`src/rtl/dacc_pkg.sv`:
```
package dacc_pkg;

    typedef enum logic [3:0] {
        OP_AND = 4'h0,
        OP_TAD = 4'h1,
        OP_ISZ = 4'h2,
        OP_DCA = 4'h3,
        OP_JMS = 4'h4,
        OP_JMP = 4'h5,
        OP_IOT = 4'h6,
        OP_OPR = 4'h7,
        OP_OR  = 4'h8,
        OP_SUB = 4'h9,
        OP_XOR = 4'hA,
        OP_STA = 4'hB,
        OP_JSR = 4'hC,
        OP_LB  = 4'hD,
        OP_SB  = 4'hE,
        OP_RSV = 4'hF
    } op_e;

    typedef enum logic [2:0] {
        FN_AND,
        FN_ADD,
        FN_OR,
        FN_SUB,
        FN_XOR,
        FN_INC,
        FN_DEC,
        FN_PASS
    } alu_fn_e;

    function automatic logic op_is_illegal(input op_e op);
        return (op == OP_LB) || (op == OP_SB) || (op == OP_RSV);
    endfunction

endpackage

```
`src/rtl/dacc_alu.sv`:
```
module dacc_alu
    import dacc_pkg::*;
#(
    parameter int W = 16
) (
    input  alu_fn_e        fn,
    input  logic [W-1:0]   a,
    input  logic [W-1:0]   b,
    output logic [W-1:0]   y,
    output logic           cout
);

    logic [W:0] wide;

    always_comb begin
        wide = '0;
        unique case (fn)
            FN_AND:  wide = {1'b0, a & b};
            FN_ADD:  wide = {1'b0, a} + {1'b0, b};
            FN_OR:   wide = {1'b0, a | b};
            FN_SUB:  wide = {1'b0, a - b};
            FN_XOR:  wide = {1'b0, a ^ b};
            FN_INC:  wide = {1'b0, b + W'(1)};
            FN_DEC:  wide = {1'b0, b - W'(1)};
            default: wide = {1'b0, a};
        endcase
        y    = wide[W-1:0];
        cout = wide[W];
    end

endmodule

```
`src/rtl/dacc_pcgen.sv`:
```
module dacc_pcgen
    import dacc_pkg::*;
#(
    parameter int W = 16
) (
    input  op_e          op,
    input  logic         skip,
    input  logic [W-1:0] pc,
    input  logic [W-1:0] ea,
    output logic [W-1:0] ret_addr,
    output logic [W-1:0] next_pc
);

    always_comb begin
        ret_addr = pc + W'(1);
        if (op_is_illegal(op)) begin
            next_pc = pc;
        end else begin
            unique case (op)
                OP_JMP, OP_JSR: next_pc = ea;
                OP_JMS:         next_pc = ea + W'(1);
                default:        next_pc = pc + (skip ? W'(2) : W'(1));
            endcase
        end
    end

endmodule

```
`src/rtl/dacc_accs.sv`:
```
module dacc_accs #(
    parameter int W    = 16,
    parameter int NACC = 2
) (
    input  logic                  clk,
    input  logic                  rst_n,
    input  logic                  we,
    input  logic [$clog2(NACC)-1:0] sel,
    input  logic [W-1:0]          wdata,
    input  logic                  link_we,
    input  logic                  link_d,
    output logic [NACC-1:0][W-1:0] acc,
    output logic                  link
);

    logic [NACC-1:0][W-1:0] bank_q;
    logic                   link_q;

    always_ff @(posedge clk or negedge rst_n) begin
        if (!rst_n) begin
            bank_q <= '0;
            link_q <= 1'b0;
        end else begin
            for (int k = 0; k < NACC; k++) begin
                if (we && (int'(sel) == k)) bank_q[k] <= wdata;
            end
            if (link_we) link_q <= link_d;
        end
    end

    assign acc  = bank_q;
    assign link = link_q;

endmodule

```
`src/rtl/dacc_exec.sv`:
```
module dacc_exec
    import dacc_pkg::*;
#(
    parameter int W = 16
) (
    input  logic         clk,
    input  logic         rst_n,
    input  logic         issue_i,
    input  logic [3:0]   opcode_i,
    input  logic         rsel_i,
    input  logic [W-1:0] operand_i,
    input  logic [W-1:0] pc_i,
    input  logic [W-1:0] ea_i,
    output logic         done_o,
    output logic         reg_we_o,
    output logic         reg_sel_o,
    output logic [W-1:0] reg_wdata_o,
    output logic         mem_we_o,
    output logic [W-1:0] mem_wdata_o,
    output logic         skip_o,
    output logic         illegal_o,
    output logic [W-1:0] next_pc_o,
    output logic [W-1:0] acc0_o,
    output logic [W-1:0] acc1_o,
    output logic         link_o
);

    localparam int NACC = 2;

    typedef struct packed {
        logic         done;
        logic         reg_we;
        logic         reg_sel;
        logic [W-1:0] reg_wdata;
        logic         mem_we;
        logic [W-1:0] mem_wdata;
        logic         skip;
        logic         illegal;
        logic [W-1:0] next_pc;
    } out_t;

    op_e                    op;
    alu_fn_e                fn;
    logic [W-1:0]           src;
    logic [W-1:0]           alu_y;
    logic                   alu_c;
    logic                   skip_c;
    logic [W-1:0]           ret_addr;
    logic [W-1:0]           pc_next;
    logic                   link_we_d;
    logic                   link_d;
    logic [NACC-1:0][W-1:0] acc;
    logic                   link;
    out_t                   out_d, out_q;

    assign op  = op_e'(opcode_i);
    assign src = acc[rsel_i];

    always_comb begin
        unique case (op)
            OP_AND:  fn = FN_AND;
            OP_TAD:  fn = FN_ADD;
            OP_OR:   fn = FN_OR;
            OP_SUB:  fn = FN_SUB;
            OP_XOR:  fn = FN_XOR;
            OP_ISZ:  fn = rsel_i ? FN_DEC : FN_INC;
            default: fn = FN_PASS;
        endcase
    end

    dacc_alu #(.W(W)) alu_i (
        .fn   (fn),
        .a    (src),
        .b    (operand_i),
        .y    (alu_y),
        .cout (alu_c)
    );

    assign skip_c = (op == OP_ISZ) && (alu_y == '0);

    dacc_pcgen #(.W(W)) pcgen_i (
        .op       (op),
        .skip     (skip_c),
        .pc       (pc_i),
        .ea       (ea_i),
        .ret_addr (ret_addr),
        .next_pc  (pc_next)
    );

    always_comb begin
        out_d     = '0;
        link_we_d = 1'b0;
        link_d    = link ^ alu_c;
        if (issue_i) begin
            out_d.done    = 1'b1;
            out_d.reg_sel = rsel_i;
            out_d.next_pc = pc_next;
            out_d.illegal = op_is_illegal(op);
            unique case (op)
                OP_AND, OP_OR, OP_SUB, OP_XOR: begin
                    out_d.reg_we    = 1'b1;
                    out_d.reg_wdata = alu_y;
                end
                OP_TAD: begin
                    out_d.reg_we    = 1'b1;
                    out_d.reg_wdata = alu_y;
                    link_we_d       = 1'b1;
                end
                OP_ISZ: begin
                    out_d.mem_we    = 1'b1;
                    out_d.mem_wdata = alu_y;
                    out_d.skip      = skip_c;
                end
                OP_DCA: begin
                    out_d.mem_we    = 1'b1;
                    out_d.mem_wdata = src;
                    out_d.reg_we    = 1'b1;
                    out_d.reg_wdata = '0;
                end
                OP_STA: begin
                    out_d.mem_we    = 1'b1;
                    out_d.mem_wdata = src;
                end
                OP_JMS: begin
                    out_d.mem_we    = 1'b1;
                    out_d.mem_wdata = ret_addr;
                end
                OP_JSR: begin
                    out_d.reg_we    = 1'b1;
                    out_d.reg_wdata = ret_addr;
                end
                default: ;
            endcase
        end
    end

    always_ff @(posedge clk or negedge rst_n) begin
        if (!rst_n) out_q <= '0;
        else        out_q <= out_d;
    end

    dacc_accs #(.W(W), .NACC(NACC)) accs_i (
        .clk     (clk),
        .rst_n   (rst_n),
        .we      (out_d.reg_we),
        .sel     (out_d.reg_sel),
        .wdata   (out_d.reg_wdata),
        .link_we (link_we_d),
        .link_d  (link_d),
        .acc     (acc),
        .link    (link)
    );

    assign done_o      = out_q.done;
    assign reg_we_o    = out_q.reg_we;
    assign reg_sel_o   = out_q.reg_sel;
    assign reg_wdata_o = out_q.reg_wdata;
    assign mem_we_o    = out_q.mem_we;
    assign mem_wdata_o = out_q.mem_wdata;
    assign skip_o      = out_q.skip;
    assign illegal_o   = out_q.illegal;
    assign next_pc_o   = out_q.next_pc;
    assign acc0_o      = acc[0];
    assign acc1_o      = acc[1];
    assign link_o      = link;

    AST_IDLE_QUIET: assert property (@(posedge clk) disable iff (!rst_n)
        !issue_i |=> (!mem_we_o && !reg_we_o && !done_o));

    AST_ILLEGAL_QUIET: assert property (@(posedge clk) disable iff (!rst_n)
        illegal_o |-> (!mem_we_o && !reg_we_o && $stable(acc0_o) && $stable(acc1_o)
                       && $stable(link_o) && next_pc_o == $past(pc_i)));

    AST_SKIP_ONLY_ISZ_ZERO: assert property (@(posedge clk) disable iff (!rst_n)
        skip_o |-> ($past(opcode_i) == OP_ISZ && mem_wdata_o == '0));

    AST_SKIP_PC: assert property (@(posedge clk) disable iff (!rst_n)
        skip_o |-> (next_pc_o == $past(pc_i) + W'(2)));

    AST_DCA_CLEARS: assert property (@(posedge clk) disable iff (!rst_n)
        (done_o && $past(opcode_i) == OP_DCA)
            |-> (($past(rsel_i) ? acc1_o : acc0_o) == '0));

    AST_JUMP_KEEPS_ACC: assert property (@(posedge clk) disable iff (!rst_n)
        (done_o && ($past(opcode_i) == OP_JMS || $past(opcode_i) == OP_JMP))
            |-> ($stable(acc0_o) && $stable(acc1_o) && $stable(link_o)));

endmodule

```
`config.mk`:
```
export PLATFORM = sky130hd
export DESIGN_NAME = dacc_exec
export DESIGN_NICKNAME = d
export VERILOG_FILES = /design/src/rtl/dacc_pkg.sv /design/src/rtl/dacc_alu.sv /design/src/rtl/dacc_pcgen.sv /design/src/rtl/dacc_accs.sv /design/src/rtl/dacc_exec.sv
export SDC_FILE = /design/constraint.sdc
export NUM_CORES = 1
export LEC_CHECK = 0
export ABC_AREA = 1
export BUFFER_PORTS_ARGS = -buffer_cell sky130_fd_sc_hd__buf_4
export CAP_MARGIN = 20
export CORE_ASPECT_RATIO = 1.1
export CORE_MARGIN = 4
export CORE_UTILIZATION = 59
export CTS_CLUSTER_SIZE = 14
export DETAILED_ROUTE_END_ITERATION = 16
export PLACE_DENSITY = 0.93
export SLEW_MARGIN = 20
export SYNTH_ARGS = -nofsm -noshare
export SYNTH_HDL_FRONTEND = slang
export SYNTH_HIERARCHICAL = 1
export SYNTH_SLANG_ARGS = --single-unit
```
`constraint.sdc`:
```
create_clock -name clk -period 5.32 [get_ports clk]
set_input_delay 0.266 -clock clk [delete_from_list [all_inputs] [get_ports clk]]
set_output_delay 0.266 -clock clk [all_outputs]
set_load 0.005 [all_outputs]
```
---- After elaboration in Yosys (flattened, before gate mapping) ----
Index checks and enable logic that the tools add are counted.
word-level totals
  flip-flop bits (word level) ............. 87
  input port bits ......................... 56
  output and inout bits ................... 87
  logic and storage cells ................. 71
cells by class
  $add $sub $neg .......................... 7
  order comparisons ....................... 1
  equal/unequal tests ..................... 19
  muxes and demuxes ....................... 15
  bitwise gates (word level) .............. 5
  reductions and logical operators ........ 12
operator list
  cell                   number
  $pmux 17 s7            1
  $pmux 16 s2            2
  $mux 54                1
  $pmux 17 s3            1
  $add 16x1->16 const B  3
  $mux 16                3
  $eq 4x4->1 const B     8
  $pmux 3 s6             1
  $add 16x16->17         1
  $add 16x16->16         1
  $and 16x16->16         1
  $logic_not 16->1       1
  $or 16x16->16          1
  $sub 16x1->16 const B  1
  $sub 16x16->16         1
  $xor 16x16->16         1
  $eq 3x3->1 const B     3
  $eq 4x2->1 const B     2
  $eq 4x3->1 const B     2
  $reduce_or 7->1        1
  $eq 3x2->1 const B     2
  $reduce_or 5->1        1
  $eq 4x1->1 const B     1
  $logic_not 4->1        1
  10 further kinds       18

---- Logic depth before layout (Yosys ltp) ----
Gate-level depths: netlist of the first run.
  depth in word-level cells ............... 13
  mapped depth ............................ 40
  mapped depth without buffers ............ 38

---- Cells and area by module ----
Netlist of the first run, hierarchy kept.
by module, submodules not included
  module      instances  cells an instance  area each (um^2)  seq. area each (um^2)
  dacc_alu    1          686                3756.1            0.0
  dacc_exec   1          352                2672.6            1351.3
  dacc_pcgen  1          318                1560.2            0.0
  dacc_accs   1          144                1357.6            825.8

---- Worst setup path after synthesis of the first run ----
No wires, ideal clock.
  kind .................................... input to register
  start point ............................. input port opcode_i[2]
  end point ............................... register out_q (netlist bit next_pc_o[14])
  library setup time ...................... 114 ps
  data arrival time ....................... 4345 ps
  required time ........................... 5206 ps
  setup slack ............................. 861 ps
  cell stages on the path ................. 36
  buffers on the path ..................... 2
  cells stage by stage .................... clkbuf_2 nor2_2 nand2_1 o211ai_1 inv_2 nand2_2 nor2_4 buf_6 ha_1 nand2_1 nor3_1 inv_1 nor3_1 nand2_1 nand3_1 nand3_1 nand4_1 nor2_1 nand2_1 nor2_1 nand3_1 inv_1 inv_1 ha_1 inv_1 fa_1 nor2_4 nand2_2 nor2_1 nand2_1 nand3_1 nand3_1 nand2_1 inv_1 nand2_1 inv_1
RTL lines
  element                 RTL line          text
  start: declaration      dacc_exec.sv:9    input logic [3:0] opcode_i,
  end signal: assignment  dacc_exec.sv:139  else out_q <= out_d;
  end: declaration        dacc_exec.sv:54   out_t out_d, out_q;

==> results of run 1 <==
## how the worst max path moves through the flow
| stage | startpoint | to | slack, ns | cells after the start |
|---|---|---|---|---|
| final | accs_i/acc[23] | next_pc_o[12] | 0.40 | 33 |
| after global routing | rsel_i | next_pc_o[10] | 0.01 | 33 |
| after CTS | rsel_i | next_pc_o[12] | 0.57 | 36 |
| after detailed placement | rsel_i | next_pc_o[10] | 0.28 | 34 |
| after global placement | rsel_i | next_pc_o[14] | 0.39 | 36 |
| after floorplan | opcode_i[2] | next_pc_o[14] | 0.86 | 36 |
## state kept, by name, summed over array words and instances (netlist names)
name,count
mem_wdata_o,16
accs_i/link,1
illegal_o,1
reg_wdata_o,16
accs_i/acc,32
mem_we_o,1
skip_o,1
done_o,1
next_pc_o,16
reg_we_o,1
reg_sel_o,1
## cells by family after synthesis
logic type / synth area share
AND/OR/NAND/NOR: 0.4173
AO/OA/AOI/OAI: 0.1269
XOR/XNOR: 0.01968
flip-flops: 0.2329
buffers and inverters: 0.1218
adder cells (fa/ha/maj): 0.08139
## cells in the final DEF, fill, tap and decap left out, types with 16 or more instances in the layout
| master | instances |
|---|---|
| dfrtp_1 | 87 |
| ha_1 | 56 |
| a21oi_1 | 80 |
| nand3_1 | 199 |
| nor2_1 | 138 |
| nand2_1 | 448 |
| xor2_1 | 20 |
| nand4_1 | 16 |
| nand2_2 | 26 |
| inv_1 | 185 |
| o21ai_0 | 44 |
| buf_4 | 170 |
## power by group through the flow
stage | sequential, uW | clock [uW] | combinational, uW
floorplan | 741 | 0 | 485
global placement | 745 | 0 | 793
detailed placement | 745 | 0 | 800
CTS | 734 | 666 | 808
global route | 738 | 698 | 895
finish | 736 | 668 | 830
## timing repair
action                                  in CTS  in global routing
endpoints found under the setup margin       0                  0
endpoints found under the hold margin       18                  0
hold buffers                                 1                  0
## synth_stat cells (2+ instances only)
cell | number | share of area
fa_1 | 3 | 0.0064
o22ai_1 | 5 | 0.0033
a21o_1 | 4 | 0.0032
o21bai_1 | 10 | 0.0080
nand3_2 | 7 | 0.0075
a21oi_2 | 5 | 0.0047
nand4_1 | 16 | 0.011
buf_6 | 8 | 0.0096
o2111ai_1 | 2 | 0.0019
and2_1 | 2 | 0.0013
o21a_1 | 2 | 0.0016
buf_4 | 18 | 0.014
ha_1 | 56 | 0.075
o21ai_0 | 44 | 0.024
clkinv_1 | 2 | 0.00080
a31oi_1 | 5 | 0.0033
or2_2 | 3 | 0.0020
dfrtp_1 | 87 | 0.23
nand2_2 | 26 | 0.017
a211oi_1 | 7 | 0.0056
inv_1 | 185 | 0.074
o21bai_2 | 2 | 0.0024
nand3b_1 | 2 | 0.0016
inv_2 | 9 | 0.0036
nand3_1 | 199 | 0.11
nor2_1 | 138 | 0.055
buf_2 | 19 | 0.010
a221oi_1 | 3 | 0.0028
a41o_1 | 3 | 0.0032
xor2_1 | 20 | 0.019
nand2_4 | 6 | 0.0072
a41oi_1 | 4 | 0.0037
a21oi_1 | 80 | 0.043
nor2_4 | 5 | 0.0060
o221ai_1 | 2 | 0.0019
o21ai_1 | 5 | 0.0027
nor3_1 | 12 | 0.0064
a22oi_1 | 5 | 0.0040
nor2_2 | 12 | 0.0080
clkbuf_1 | 9 | 0.0036
o211ai_1 | 5 | 0.0040
nand2_1 | 448 | 0.18
clkbuf_2 | 4 | 0.0021
## final cells by class
class                           count  area, um^2  area share
Tap cell                          200       250.2     0.02309
Multi-Input combinational cell   1157        6031      0.5565
Timing Repair Buffer              173        1326      0.1224
Clock buffer                        9       225.2     0.02078
Sequential cell                    87        2177      0.2009
Clock inverter                      7       83.83    0.007735
Inverter                          197       744.5     0.06869
## through the flow
stage               area, um^2  setup WS (ns)
floorplan                 9346         0.8613
global placement         10520         0.3889
detailed placement       10520         0.2843
CTS                      10840         0.5658
global route             10840       0.009616
finish                   10840         0.3975
## per-layer routing
layer  global-route usage  up-vias  routed length [um]
li1                     -     5080                   -
met1               0.4661     5061               12930
met2               0.6688      766               17160
met3              0.05873      188                3185
met4               0.1944        0                2369
met5                    0        -                   0
==> metrics, run 1 <==
status=completed; flop2flop setup slack=around 0.40 ns; count of state elements after synthesis=87; synth unique cells=54; synthesis-to-finish area growth=15.96%; Cell Rows=48; worst ir drop on vdd=between 0.0002 and 0.0003 V; Clk Latency, worst-skew pair=approximately 0.35 ns; final max-slew violation count=0; category of cells accounting for the largest share of critical-path delay=simple AND/OR/NAND/NOR gates; kind of end point of the critical path=register; IO Pins=around 140; # setup viols final=0; synthesized instance count=roughly 1,500; depth of the worst register-to-register path=33; Final Routed Wirelength=approximately 36,000 um; clock tree from TritonCTS=done; largest net degree at the start of global routing=70; Max Clock Skew=0.008999 ns; final setup TNS=0 ns; capture point of the worst reg-to-reg path=next_pc_o[12]; fraction of power spent switching nets=0.3931; Die Area=17,920 um^2; starting density of the core=0.5986; transition time at the pin with the least slew margin=0.8474 ns; grt total ovfl=0; detailed-route via count=between 10,000 and 15,000; share of power burned in the clock network=0.299; share of flip-flops with an asynchronous set or reset=1.000; worst hold endpoint=done_o; remaining antenna violation count=0; vias in the first global route=around 10,000; warnings from Yosys=6; Min-Delay Path Class=input pin to register; net count after synthesis=roughly 1,600; hold-critical path depth=1; count of clock tree sinks=a little under 90; drt first-iter violations=~1,600; count of flip-flops with a built-in enable after synthesis=0; total power consumption of the routed design=~2200 uW; die extent in y=~140 um; number of max-cap violations=0; fin crit period=just under 5 ns; sum of net half-perimeters after detailed placement=around 28,000 um; final core area utilization=0.6941; number of buffer and inverter instances along the worst setup path=9; count of non-filler cells in the finished layout=1,830; Die Wd=roughly 130 um; arrival time of the worst setup path=5.16 ns; critical path peak fanout=8; maximum clock insertion buffer count=2; Gates resized, CTS repair=0; Avg Synthesized Cell Area=around 6.2 um^2; first-pass GRT wire length=55,190 um; maximum cell stage delay along the critical path=roughly 0.46 ns; Cell Count Post-Placement=roughly 1,800; port bufs=between 100 and 150; average wire length per cell after detail routing=about 20 um; antenna cells=0; WP data required=approximately 5.6 ns; worst setup path category=register to register; overall routing resource usage=0.3874; gp weighted congestion=approximately 1; post-route clock period utilization=0.9253; Final Hold Viols=0; detailed-router iteration count before antenna repair=8; H-tree level count=3; root buf cell=clkbuf_16; sequential element share of the synthesized area=0.2329; setup repair after global routing missed its margin=no; Hold WS=between 0.2 and 0.3 ns; core area=15,620 um^2; ys flop type=dfrtp_1; leakage dissipation=around 0.006 uW; antenna violations before repair=0; Via-to-Cell Ratio=around 6.1; P per Cell Area=206.1 nW/um^2; Fill cells=around 1,300; kind of start point of the critical path=register; register clock-pin slew on the reported worst setup and hold paths=~0.07 ns; ratio of cells with drive above 1 in the final layout=0.1644; Fmax=roughly 0.20 GHz; cell-internal power=1356 uW; worst slew margin relative to its limit=0.4351; synthesized area=~9300 um^2; number of nets in the finished design=between 1,500 and 2,000; Max stage delay cell, worst path=ha_1; start point of the worst hold path=issue_i; Num CTS Buffers=9; register share of total power=0.330; FF-to-FF Start=accs_i/acc[23]; number of setup buffers added after CTS=0; number of DRC violations after detailed routing=0; net switching power of the design=878.3 uW; share of power burned in combinational logic=0.371
(Power assumes the default switching activity.)
==> run 2, diff against run 1 <==
--- a/config.mk
+++ b/config.mk
@@ -14,6 +14,7 @@
 export CTS_CLUSTER_SIZE = 14
 export DETAILED_ROUTE_END_ITERATION = 16
 export PLACE_DENSITY = 0.93
+export RECOVER_POWER = 50
 export SLEW_MARGIN = 20
 export SYNTH_ARGS = -nofsm -noshare
 export SYNTH_HDL_FRONTEND = slang
==> run 2 against run 1 <==
- critical path type is now input pin to register
- cell area fell by 0.50%
- wire length fell by 0.17%
- sequential power barely moved
- highest routed layer unchanged
- sequential cell count did not move
- cell count did not move
- die area did not move
- total power fell by 0.17%
- count of clock-buffer cells in the layout did not move
- critical path depth rose by 2
- the flow now finishes with violations (capacitance limit, slew limit)
- largest cell class unchanged
- clock skew rose by 0.0013 ns
==> metrics, run 2 (synthesis gave the netlist of run 1 again) <==
status=finished, violations left; violated checks=capacitance limit, slew limit; hold-critical path depth=3 (+2); port bufs=142 (unchanged); worst slew margin relative to its limit=-0.1195 (-0.5546); Fmax=0.2027 GHz (-0.22%); critical path peak fanout=17 (+9); P per Cell Area=206.8 nW/um^2 (+0.33%); Die Wd=128.0 um (unchanged); count of non-filler cells in the finished layout=1,830 (unchanged); kind of end point of the critical path=register; worst ir drop on vdd=0.0002596 V (+1.0%); antenna violations before repair=0 (unchanged); Hold WS=0.2640 ns (-0.01217 ns); fin crit period=4.933 ns (+0.01089 ns); CP Depth=35 (+6.1%); remaining antenna violation count=0 (unchanged); IO Pins=143 (unchanged); detailed-router iteration count before antenna repair=7 (-1); leakage dissipation=0.005979 uW (-1.5%); Final Routed Wirelength=35,590 um (-0.17%); category of cells accounting for the largest share of critical-path delay=simple AND/OR/NAND/NOR gates; detailed-route via count=11,010 (-0.81%); H-tree level count=3 (unchanged); Max stage delay cell, worst path=fa_1; WP data required=5.55 ns (about the same); transition time at the pin with the least slew margin=1.679 ns (+0.8319 ns); Clk Latency, worst-skew pair=0.35 ns (about the same); ratio of cells with drive above 1 in the final layout=0.1558 (-0.008589); number of max-cap violations=1 (+1); arrival time of the worst setup path=5.17 ns (about the same); Num CTS Buffers=9 (unchanged); average wire length per cell after detail routing=19.45 um (-0.17%); depth of the worst register-to-register path=33 (unchanged); kind of start point of the critical path=input pin; final max-slew violation count=70 (+70); vias in the first global route=10,420 (unchanged); setup repair after global routing missed its margin=no; # setup viols final=0 (unchanged); synthesis-to-finish area growth=15.38%; Cell Count Post-Placement=1,813 (unchanged); Min-Delay Path Class=input pin to register; number of buffer and inverter instances along the worst setup path=11 (+2); register clock-pin slew on the reported worst setup and hold paths=0.07 ns (about the same); leading cell types in the layout, fill and taps excluded=448 x nand2_1, 199 x nand3_1, 185 x inv_1; Final Hold Viols=0 (unchanged); most common cell after layout, fill and taps aside=nand2_1; number of nets in the finished design=1,740 (unchanged); maximum clock insertion buffer count=2 (unchanged); gp weighted congestion=0.9955 (unchanged); core area=15,620 um^2 (unchanged); Gates resized, CTS repair=0 (unchanged); root buf cell=clkbuf_16; post-route clock period utilization=0.9273 (+0.002047); number of setup buffers added after CTS=0 (unchanged); Cell Rows=48 (unchanged); clock tree from TritonCTS=done; overall routing resource usage=0.3874 (unchanged); number of DRC violations after detailed routing=0 (unchanged); die extent in y=140.0 um (unchanged); antenna cells=0 (unchanged); maximum cell stage delay along the critical path=0.44 ns (-0.02 ns); sum of net half-perimeters after detailed placement=27,640 um (unchanged); starting density of the core=0.5986 (unchanged); drt first-iter violations=1,510 (-3.2%); max FFs per register=32 (unchanged); first-pass GRT wire length=55,190 um (unchanged); grt total ovfl=0 (unchanged); Via-to-Cell Ratio=6.014 (-0.81%); Die Area=17,920 um^2 (unchanged); count of clock tree sinks=87 (unchanged); final setup TNS=0 ns (unchanged); worst setup path category=input pin to register; largest net degree at the start of global routing=70 (unchanged); Max Clock Skew=0.01028 ns (+0.001283 ns)
[run 2: metrics by stage]
| step | power (uW) | util | area (um^2) | worst slack, ns |
|---|---|---|---|---|
| floorplan | 1226 | - | 9346 | 0.8613 |
| detailed placement | 1545 | 0.6736 | 10520 | 0.2843 |
| global placement | 1537 | 0.6736 | 10520 | 0.3889 |
| finish | 2230 | 0.6906 | 10780 | 0.3866 |
| global route | 2322 | 0.6906 | 10780 | 0.009616 |
| CTS | 2208 | 0.6941 | 10840 | 0.5658 |
[run 2: worst register-to-register path, delay by kind of cell, from the launching register on]
kind            cells  cell delay (ns)
simple gates       17             1.66
flops               1             0.39
buf+inv             9             0.73
compound gates      4             0.92
fa+ha+maj           3             1.09
[run 2: area by class of cell]
| cell class | instances | area (um^2) |
|---|---|---|
| clock inverters | 7 | 83.83 |
| flip-flops and latches | 87 | 2177 |
| clock buffers | 9 | 225.2 |
| multi-input cells | 1157 | 6028 |
| inverters | 197 | 744.5 |
| well taps | 200 | 250.2 |
| repair buffers | 173 | 1275 |
| fillers | 1348 | 4831 |
[run 2: repair_timing]
action	4_1_cts	5_1_grt
hold buffers	1	0
hold endpoints to repair	18	0
endpoints found under the setup margin	0	0
[run 2: where the power goes]
part,switching (uW),internal [uW],leakage [uW]
sequential,31.9,703,0.00118
combinational,552,270,0.00465
clock,299,375,0.000155
[run 2: path summary, 6_finish.rpt]
| kind | from | to | slack, ns |
|---|---|---|---|
| worst max-delay path | rsel_i | next_pc_o[12] | 0.39 |
| worst min-delay path | opcode_i[3] | illegal_o | 0.26 |
| worst max register to register | accs_i/acc[7] | next_pc_o[12] | 0.42 |
| worst min register to register | accs_i/acc[21] | accs_i/acc[21] | 0.51 |
| max in group asynchronous | rst_n | mem_wdata_o[5] | 2.50 |
| min in group asynchronous | rst_n | mem_wdata_o[11] | 0.63 |
[run 2: routing by layer]
metal | part of all wire | track usage | wire (um)
met1 | 0.36 | 0.4661 | 12760
met2 | 0.48 | 0.6688 | 17000
met4 | 0.067 | 0.1944 | 2395
met5 | 0 | 0 | 0
met3 | 0.096 | 0.05873 | 3432
==> run 3, diff against run 2 <==
--- a/config.mk
+++ b/config.mk
@@ -6,10 +6,10 @@
 export NUM_CORES = 1
 export LEC_CHECK = 0
 export ABC_AREA = 1
-export BUFFER_PORTS_ARGS = -buffer_cell sky130_fd_sc_hd__buf_4
+export BUFFER_PORTS_ARGS = -buffer_cell sky130_fd_sc_hd__buf_2
 export CAP_MARGIN = 20
 export CORE_ASPECT_RATIO = 1.1
-export CORE_MARGIN = 4
+export CORE_MARGIN = 1
 export CORE_UTILIZATION = 59
 export CTS_CLUSTER_SIZE = 14
 export DETAILED_ROUTE_END_ITERATION = 16
==> run 3 against run 2 <==
- the run still ends with capacitance limit, slew limit left
- clock power decreased by 8.6%
- sequential share of layout area increased by 0.74 points
- setup slack improved by 0.071 ns
- highest routed layer unchanged
- via count increased by 1.1%
- combinational power decreased by 5.7%
- clock skew decreased by 0.0011 ns
- first-iteration DRC count increased by 7.5%
- count of clock-buffer cells in the layout increased by 1
- sequential cell count unchanged
- cell count decreased by 0.11%
- critical path depth decreased by 3
==> metrics, run 3 (synthesis gave the netlist of run 1 again) <==
IO Pins=143 (unchanged); H-tree level count=3 (unchanged); final core area utilization=0.6804 (-0.01027); sum of net half-perimeters after detailed placement=25,450 um (-8.0%); Cell Count Post-Placement=1,809 (-0.22%); FF-to-FF Start=accs_i/acc[0]; detailed-route via count=11,130 (+1.1%); most common cell after layout, fill and taps aside=nand2_1; worst hold endpoint=illegal_o; Num CTS Buffers=9 (unchanged); arrival time of the worst setup path=5.14 ns (-0.03 ns); Max Clock Skew=0.009209 ns (-0.001073 ns); port bufs=142 (unchanged); core area=15,290 um^2 (-2.1%); fraction of power spent switching nets=0.3985 (+0.002765); share of power burned in the clock network=0.290 (-0.012); number of DRC violations after detailed routing=0 (unchanged); register share of total power=0.345 (+0.016); capture point of the worst reg-to-reg path=next_pc_o[10]; violated checks=capacitance limit, slew limit; status=finished, violations left; Cell Rows=47 (-2.1%); depth of the worst register-to-register path=32 (-3.0%); overall routing resource usage=0.4050 (+0.01756); die extent in y=134.0 um (-4.3%); starting density of the core=0.6113 (+0.01274); antenna violations before repair=0 (unchanged); max FFs per register=32 (unchanged); setup repair after global routing missed its margin=no; first-pass GRT wire length=51,160 um (-7.3%); worst slew margin relative to its limit=-0.1534 (-0.03391); Gates resized, CTS repair=0 (unchanged); gp weighted congestion=1.033 (+3.8%); register clock-pin slew on the reported worst setup and hold paths=0.07 ns (about the same); fin crit period=4.863 ns (-0.07064 ns); share of power burned in combinational logic=0.365 (-0.003); drt first-iter violations=1,624 (+7.5%); net switching power of the design=845.7 uW (-4.2%); WP data required=5.59 ns (+0.04 ns); # setup viols final=0 (unchanged); maximum cell stage delay along the critical path=0.44 ns (about the same); average wire length per cell after detail routing=18.03 um (-7.3%); post-route clock period utilization=0.9141 (-0.01328); worst setup path category=register to register; number of buffer and inverter instances along the worst setup path=6 (-5); P per Cell Area=204.0 nW/um^2 (-1.3%); ratio of cells with drive above 1 in the final layout=0.1440 (-0.01183); hold-critical path depth=3 (unchanged); antenna cells=0 (unchanged); Min-Delay Path Class=input pin to register; Fmax=0.2056 GHz (+1.5%); detailed-router iteration count before antenna repair=5 (-2); start point of the worst hold path=opcode_i[3]; kind of end point of the critical path=register; synthesis-to-finish area growth=11.30%; Fill cells=1,402 (+4.0%); maximum clock insertion buffer count=2 (unchanged); vias in the first global route=10,160 (-2.5%); Die Wd=122.0 um (-4.7%); Final Hold Viols=0 (unchanged); count of non-filler cells in the finished layout=1,828 (-0.11%); Clk Latency, worst-skew pair=0.34 ns (about the same); number of max-cap violations=2 (+1); critical path peak fanout=7 (-10); final max-slew violation count=67 (-4.3%); remaining antenna violation count=0 (unchanged); worst ir drop on vdd=0.0002324 V (-10%); leading cell types in the layout, fill and taps excluded=448 x nand2_1, 199 x nand3_1, 185 x inv_1; cell-internal power=1277 uW (-5.3%); grt total ovfl=0 (unchanged); transition time at the pin with the least slew margin=1.730 ns (+0.05086 ns); flop2flop setup slack=0.46 ns (+0.04 ns); count of clock tree sinks=87 (unchanged); Max stage delay cell, worst path=fa_1; Die Area=16,350 um^2 (-8.8%); leakage dissipation=0.005868 uW (-1.9%); kind of start point of the critical path=register; Final Routed Wirelength=32,960 um (-7.4%); category of cells accounting for the largest share of critical-path delay=simple AND/OR/NAND/NOR gates; number of nets in the finished design=1,742 (+0.11%); clock tree from TritonCTS=done; library cell appearing most often on the critical path=nand2_1; root buf cell=clkbuf_16; final setup TNS=0 ns (unchanged); Via-to-Cell Ratio=6.088 (+1.2%); largest net degree at the start of global routing=61 (-13%)
==> run 3: cell count changes in the layout (fill, tap and decap cells not counted), sizes merged <==
| cell | delta |
|---|---|
| bufinv | -1 |
| clkinv | +2 |
| buf | +55 |
| inv | -2 |
| clkbuf | -52 |
==> run 3: layout make-up <==
type,count,area (um^2),area share
well taps,196,245.2,0.02357
flip-flops and latches,87,2177,0.2093
inverters,197,744.5,0.07157
repair buffers,175,914.6,0.08792
clock inverters,6,51.30,0.004931
multi-input cells,1157,6031,0.5797
clock buffers,10,239.0,0.02297
==> run 3: worst max-delay path by stage <==
stage	start	to	slack [ns]	cells after the start
global placement	opcode_i[1]	next_pc_o[12]	0.46	36
floorplan	opcode_i[2]	next_pc_o[14]	0.86	36
finish	accs_i/acc[0]	next_pc_o[10]	0.46	32
CTS	opcode_i[1]	next_pc_o[10]	0.56	34
detailed placement	opcode_i[1]	next_pc_o[14]	0.25	37
global route	opcode_i[0]	next_pc_o[8]	0.07	31
==> run 3: worst reg2reg max path, delay by kind of cell (launching register included) <==
family	cells	cell delay, ns
simple gates	19	1.90
flops	1	0.42
compound gates	3	0.59
fa+ha+maj	4	1.29
buf+inv	6	0.58
==> run 3: power by group through the flow <==
| stage | clock network (uW) | registers [uW] | logic, uW |
|---|---|---|---|
| 2_1_floorplan | 0 | 741 | 485 |
| 3_3_place_gp | 0 | 742 | 732 |
| 3_5_place_dp | 0 | 741 | 743 |
| 4_1_cts | 619 | 730 | 751 |
| 5_1_grt | 643 | 735 | 841 |
| 6_report | 616 | 732 | 774 |
==> run 3: routing by layer <==
layer  track usage  part of all wire
met1        0.4957              0.36
met2        0.6632              0.47
met5             0                 0
met4        0.2394             0.064
met3       0.07100              0.11
==> run 3: what timing repair did <==
item,4_1_cts,5_1_grt
hold buffers,1,0
endpoints found under the setup margin,0,6
setup buffers,0,2
endpoints found under the hold margin,27,0
==> run 3: through the flow <==
stage	hold slack (ns)	cell area [um^2]	worst slack (ns)	power, uW
floorplan	-0.02959	9346	0.8613	1226
detailed placement	0.2119	10140	0.2496	1485
global route	0.3273	10400	0.07137	2219
finish	0.3178	10400	0.4572	2122
global placement	0.2069	10140	0.4626	1473
CTS	0.3036	10440	0.5650	2099
